===== config.mk =====
export PLATFORM = sky130hd
export DESIGN_NAME = ratio_sync_monitor
export DESIGN_NICKNAME = d
export VERILOG_FILES = /design/src/rtl/clkratio_pkg.sv /design/src/rtl/ratio_meas_dp.sv /design/src/rtl/ratio_lock_ctrl.sv /design/src/rtl/ratio_sync_monitor.sv
export SDC_FILE = /design/constraint.sdc
export NUM_CORES = 1
export LEC_CHECK = 0
export ABC_CLOCK_PERIOD_IN_PS = 3700
export BUFFER_PORTS_ARGS = -buffer_cell sky130_fd_sc_hd__clkbuf_2
export CAP_MARGIN = 25
export CORE_UTILIZATION = 52
export DETAILED_ROUTE_END_ITERATION = 12
export GPL_TIMING_DRIVEN = 1
export PLACE_DENSITY = 0.7
export SKIP_LAST_GASP = 1
export SLEW_MARGIN = 20
export SYNTH_ARGS = -nofsm -noshare
export SYNTH_HDL_FRONTEND = slang
export SYNTH_SLANG_ARGS = --single-unit

===== constraint.sdc =====
create_clock -name clk -period 3.7 [get_ports clk]
set_clock_uncertainty 0.05 [all_clocks]
set_input_delay 0.37 -clock clk [delete_from_list [all_inputs] [get_ports clk]]
set_output_delay 0.37 -clock clk [all_outputs]
set_load 0.1 [all_outputs]

===== src/rtl/clkratio_pkg.sv =====
package clkratio_pkg;

  localparam int NUM_RATIOS = 4;
  localparam int IDX_W      = $clog2(NUM_RATIOS);
  localparam int BASE_UNIT  = 128;

  // legal system-clock to word-clock ratios, ascending; index is the ratio code
  function automatic int ratioOf(input int idx);
    case (idx)
      0:       return 2 * BASE_UNIT;
      1:       return 3 * BASE_UNIT;
      2:       return 4 * BASE_UNIT;
      default: return 6 * BASE_UNIT;
    endcase
  endfunction

  typedef enum logic [1:0] {
    ST_WAIT   = 2'd0,
    ST_HUNT   = 2'd1,
    ST_SETTLE = 2'd2,
    ST_LOCK   = 2'd3
  } lock_state_e;

  // strobes from control to datapath
  typedef struct packed {
    logic latchRatio;
    logic clearSettle;
    logic incSettle;
  } dp_ctrl_t;

  // status from datapath to control
  typedef struct packed {
    logic edgeSeen;
    logic anyHit;
    logic matchRef;
    logic overRef;
    logic settleDone;
  } dp_stat_t;

endpackage


===== src/rtl/ratio_meas_dp.sv =====
module ratio_meas_dp
  import clkratio_pkg::*;
#(
  parameter int FRAME_LONG     = 64,
  parameter int FRAME_SHORT    = 48,
  parameter int TOL_LONG       = 5,
  parameter int TOL_SHORT      = 4,
  parameter int SETTLE_PERIODS = 32,
  parameter int CNT_W          = 11
) (
  input  logic             clk,
  input  logic             rst_n,
  input  logic             wordClk,
  input  logic             frameShort,
  input  dp_ctrl_t         ctrl,
  output dp_stat_t         stat,
  output logic [IDX_W-1:0] ratioCode
);

  localparam int SET_W = $clog2(SETTLE_PERIODS + 1);
  localparam logic [CNT_W-1:0] CNT_MAX = '1;
  localparam logic [SET_W-1:0] SET_LAST = SET_W'(SETTLE_PERIODS - 1);

  logic                  wPrev;
  logic                  edgeSeen;
  logic [CNT_W-1:0]      periodCnt;
  logic [IDX_W-1:0]      ratioReg;
  logic [IDX_W-1:0]      hitIdx;
  logic [SET_W-1:0]      settleCnt;
  logic [NUM_RATIOS-1:0] hit;
  logic [CNT_W-1:0]      hiBound [NUM_RATIOS];

  assign edgeSeen = wordClk & ~wPrev;

  // one acceptance window per legal ratio, bounds fixed at elaboration
  for (genvar g = 0; g < NUM_RATIOS; g++) begin : g_window
    localparam int RV    = ratioOf(g);
    localparam int TOL_L = (RV * TOL_LONG) / FRAME_LONG;
    localparam int TOL_S = (RV * TOL_SHORT) / FRAME_SHORT;
    localparam logic [CNT_W-1:0] LO_L = CNT_W'(RV - TOL_L);
    localparam logic [CNT_W-1:0] HI_L = CNT_W'(RV + TOL_L);
    localparam logic [CNT_W-1:0] LO_S = CNT_W'(RV - TOL_S);
    localparam logic [CNT_W-1:0] HI_S = CNT_W'(RV + TOL_S);

    logic [CNT_W-1:0] lo;
    logic [CNT_W-1:0] hi;

    assign lo         = frameShort ? LO_S : LO_L;
    assign hi         = frameShort ? HI_S : HI_L;
    assign hit[g]     = (periodCnt >= lo) && (periodCnt <= hi);
    assign hiBound[g] = hi;
  end

  // windows do not overlap; lowest index wins if they ever did
  always_comb begin
    hitIdx = '0;
    for (int i = NUM_RATIOS - 1; i >= 0; i--) begin
      if (hit[i]) hitIdx = IDX_W'(i);
    end
  end

  always_comb begin
    stat.edgeSeen   = edgeSeen;
    stat.anyHit     = |hit;
    stat.matchRef   = hit[ratioReg];
    stat.overRef    = periodCnt > hiBound[ratioReg];
    stat.settleDone = settleCnt == SET_LAST;
  end

  always_ff @(posedge clk) begin
    if (!rst_n) begin
      wPrev     <= 1'b0;
      periodCnt <= '0;
      ratioReg  <= '0;
      settleCnt <= '0;
    end else begin
      wPrev <= wordClk;
      if (edgeSeen)                 periodCnt <= CNT_W'(1);
      else if (periodCnt != CNT_MAX) periodCnt <= periodCnt + CNT_W'(1);
      if (ctrl.latchRatio) ratioReg <= hitIdx;
      if (ctrl.clearSettle)    settleCnt <= '0;
      else if (ctrl.incSettle) settleCnt <= settleCnt + SET_W'(1);
    end
  end

  assign ratioCode = ratioReg;

endmodule


===== src/rtl/ratio_lock_ctrl.sv =====
module ratio_lock_ctrl
  import clkratio_pkg::*;
(
  input  logic     clk,
  input  logic     rst_n,
  input  dp_stat_t stat,
  output dp_ctrl_t ctrl,
  output logic     lockedQ
);

  lock_state_e state;
  lock_state_e stateNext;
  logic        lost;

  // a period outside the reference window, caught by timeout or at its edge
  assign lost = stat.overRef || (stat.edgeSeen && !stat.matchRef);

  always_comb begin
    stateNext        = state;
    ctrl.latchRatio  = 1'b0;
    ctrl.clearSettle = 1'b0;
    ctrl.incSettle   = 1'b0;
    case (state)
      ST_WAIT: begin
        if (stat.edgeSeen) stateNext = ST_HUNT;
      end
      ST_HUNT: begin
        if (stat.edgeSeen && stat.anyHit) begin
          stateNext        = ST_SETTLE;
          ctrl.latchRatio  = 1'b1;
          ctrl.clearSettle = 1'b1;
        end
      end
      ST_SETTLE: begin
        if (lost) begin
          stateNext = ST_HUNT;
        end else if (stat.edgeSeen) begin
          if (stat.settleDone) stateNext = ST_LOCK;
          else                 ctrl.incSettle = 1'b1;
        end
      end
      default: begin
        if (lost) stateNext = ST_HUNT;
      end
    endcase
  end

  always_ff @(posedge clk) begin
    if (!rst_n) state <= ST_WAIT;
    else        state <= stateNext;
  end

  assign lockedQ = (state == ST_LOCK);

endmodule


===== src/rtl/ratio_sync_monitor.sv =====
module ratio_sync_monitor
  import clkratio_pkg::*;
#(
  parameter int FRAME_LONG     = 64,
  parameter int FRAME_SHORT    = 48,
  parameter int TOL_LONG       = 5,
  parameter int TOL_SHORT      = 4,
  parameter int SETTLE_PERIODS = 32,
  parameter int CNT_W          = 11
) (
  input  logic             clk,
  input  logic             rst_n,
  input  logic             wordClk,
  input  logic             frameShort,
  output logic [IDX_W-1:0] ratioCode,
  output logic             locked,
  output logic             muteReq
);

  dp_ctrl_t dpCtrl;
  dp_stat_t dpStat;

  ratio_meas_dp #(
    .FRAME_LONG    (FRAME_LONG),
    .FRAME_SHORT   (FRAME_SHORT),
    .TOL_LONG      (TOL_LONG),
    .TOL_SHORT     (TOL_SHORT),
    .SETTLE_PERIODS(SETTLE_PERIODS),
    .CNT_W         (CNT_W)
  ) u_dp (
    .clk       (clk),
    .rst_n     (rst_n),
    .wordClk   (wordClk),
    .frameShort(frameShort),
    .ctrl      (dpCtrl),
    .stat      (dpStat),
    .ratioCode (ratioCode)
  );

  ratio_lock_ctrl u_ctrl (
    .clk    (clk),
    .rst_n  (rst_n),
    .stat   (dpStat),
    .ctrl   (dpCtrl),
    .lockedQ(locked)
  );

  assign muteReq = ~locked;

endmodule


==> flow_summary.ini <==
[clocking]
cts.htree.levels = 1
clk_pin_slew_worst_paths_ns = 0.08
post_cts_buffers = 0
cts_tree = built
clock-root-buffer = clkbuf_8
cts_resized = 0
cts_buffers = 3
cts_hold_buf = 0
clock_latency_ns = 0.26
cts_buffer_depth = 2
clkSinkCount = 22

[final_layout]
area_growth_pct = 8.32
stdcell_count = 306
drive_gt1_share_pct = 10.1
layout.nets = 293
mostFrequentLayoutCells = ha_1 (30), nor2_1 (24), dfxtp_1 (20)
diodes = 0
final_common_cell = ha_1

[logic_synthesis]
syn-instance-count = 250
ys_seq_area_share_pct = 21.9
synth_cell_types = 56
synth_flop_cell = dfxtp_1
syn_area_um2 = 2010
ys_ff_latch = 22
postSynthAreaPerCell_um2 = 8.06
yosys_warnings = 0
syn-num-nets = 284
async_reset_ff_share_pct = 0
synth_edf_count = 0

[place]
hpwl_mm = 3.37
preCtsSetupSlack_ns = 0.356
place_congestion = 0.925
dp_cells = 302
io_buffers = 7

[critical_path]
regToRegSetupSlack_ns = 0.38
crit_chain = clkinv_1 -> nor2_1 -> ha_1 -> a21o_1 -> a211o_1 -> a2111oi_0 -> o21ai_1 -> a2111oi_4 -> buf_4 -> mux2i_1 -> nor2_1
critPathBufInv = 2
cp-start-kind = flip-flop
worstPathRequired_ns = 3.80
critPathKind = flip-flop to flip-flop
cp_top_family = compound AO/OA/AOI/OAI gates
cp_common_cell = nor2_1
end_kind = flip-flop
cp_max_fo = 10
cp.arrival_ns = 3.42
crit_slowest_cell = a2111oi_0
max_stage_delay_ns = 0.49

[power]
seq_power_share_pct = 42.8
intPower_mw = 0.442
max-vdd-ir-drop_mv = 0.215
p_clk_share_pct = 37.3
swShare_pct = 26.7
switchingPower_mw = 0.161
finalPower_mw = 0.603
leakage_nw = 0.885
comb_power_share_pct = 19.9
p_per_area_nw_per_um2 = 276

[timing]
hold_viol = 0
final.min_clock_period_ns = 3.32
slew_headroom_pct = 65.1
finalSetupViolations = 0
setup_tns_ns = 0
fmax_ghz = 0.301
finalWorstSetupSlack_ns = 0.378
post-route-period-util_pct = 89.8
maxSlewViolCount = 0
worstMarginPinSlew_ns = 0.510
rsz0062_at_grt = false

[status]
status = finished, final reports clean

[floorplanning]
num_rows = 22
core-area_um2 = 3690
die_h_um = 64.2
die_w_um = 64.2
pin_count = 8
fp.dieArea_um2 = 4130
start_util_pct = 54.6

[global_routing]
grt_usage_pct = 23.2
grt_max_degree = 14
grt_pass1_vias = 1648
antenna_found_initial = 0
grt_remaining_overflow = 0
grt_pass1_wl_mm = 7.71

[drt]
via_per_inst = 5.87
vias = 1797
ant_nets = 0
wirelength_mm = 4.38
drt-initial-drc-count = 69
route.detailed.wl_per_inst_um = 14.3
drc = 0
drt_first_pass_iters = 4

[min_path]
hp-class = input port to flip-flop

[flow_run]
maxCapViolations = 0
[final timing paths]
path                          start                 to  depth (start not counted)
setup / recovery  u_dp.ratioCode[1]  u_dp.settleCnt[1]                         11
hold reg to reg     u_ctrl.state[1]    u_ctrl.state[1]                          2
hold / removal              wordClk         u_dp.wPrev                          2
setup reg to reg  u_dp.ratioCode[1]  u_dp.settleCnt[1]                         11
[logic make-up (layout without fill, tap and decap cells)]
kind of cell	after synthesis	after routing	share of synthesized area [%]
compound gates	67	67	24.0
xor+xnor	10	10	4.35
fa+ha+maj	30	30	18.6
buf+inv	24	32	5.09
flops	22	22	21.9
mux	3	3	1.49
simple gates	94	94	24.5
[per-layer routing]
metal  up-vias  routed length, um  part of all wire [%]  GRT usage [%]
met3         2                224                   5.1           2.68
met5         -                  0                     0              0
met1       825               2280                    52           34.2
li1        931                  -                     -              -
met4         0                 10                  0.23           2.50
met2        39               1870                    43           36.8
[cell usage after synthesis, drive strengths merged (3+ instances only)]
library cell / instances / area (um^2)
nand2b: 4 / 25.0
o21a: 3 / 22.5
nand4: 7 / 43.8
o21ai: 12 / 63.8
xor2: 4 / 35.0
and3: 3 / 18.8
mux2i: 3 / 30.0
dfxtp: 22 / 440
inv: 14 / 52.6
ha: 30 / 375
nand2: 17 / 63.8
xnor2: 6 / 52.6
nor2b: 7 / 43.8
a2111oi: 4 / 60.1
clkbuf: 6 / 22.5
a21oi: 19 / 95.1
nor3: 4 / 20.0
and2: 3 / 18.8
nor3b: 4 / 30.0
nor2: 25 / 96.4
nand3: 10 / 50.1
a21o: 4 / 30.0
buf: 3 / 23.8
a31oi: 4 / 25.0
[per-stage QoR]
| stage | hold slack (ns) | cell area (um^2) | utilization (%) |
|---|---|---|---|
| detailed placement | 0.454 | 2110 | 57.2 |
| global route | 0.293 | 2180 | 59.2 |
| global placement | 0.447 | 2110 | 57.2 |
| floorplan | 0.418 | 2020 | - |
| finish | 0.290 | 2180 | 59.2 |
| CTS | 0.284 | 2180 | 59.2 |
[registers in the layout (all words and copies together) (netlist names)]
| name | flops |
|---|---|
| u_ctrl.state | 2 |
| u_dp.periodCnt | 11 |
| u_dp.ratioCode | 2 |
| u_dp.settleCnt | 6 |
| u_dp.wPrev | 1 |
[power groups by stage]
| stage | clock network, mW | registers, mW | logic (mW) |
|---|---|---|---|
| finish | 0.225 | 0.258 | 0.120 |
| global route | 0.236 | 0.259 | 0.138 |
| CTS | 0.229 | 0.258 | 0.121 |
| detailed placement | 0 | 0.264 | 0.119 |
| global placement | 0 | 0.263 | 0.120 |
| floorplan | 0 | 0.259 | 0.0954 |
[worst register-to-register path: stages (launching register included)]
cell and delay (ns):
dfxtp_2 0.41, clkinv_1 0.25, nor2_1 0.21, ha_1 0.26, a21o_1 0.18, a211o_1 0.29, a2111oi_0 0.49, o21ai_1 0.25
a2111oi_4 0.35, buf_4 0.22, mux2i_1 0.19, nor2_1 0.06
[area by class of cell]
type                       instances  area (um^2)
clock inverter                     1         30.0
tap                               48         60.1
timing repair buffer              13         80.1
fill                             349         1510
sequential                        22          443
multi-input combinational        204         1470
inverter                          15         56.3
clock buffer                       3         41.3
Note: power is estimated with default switching activity, not from simulation.
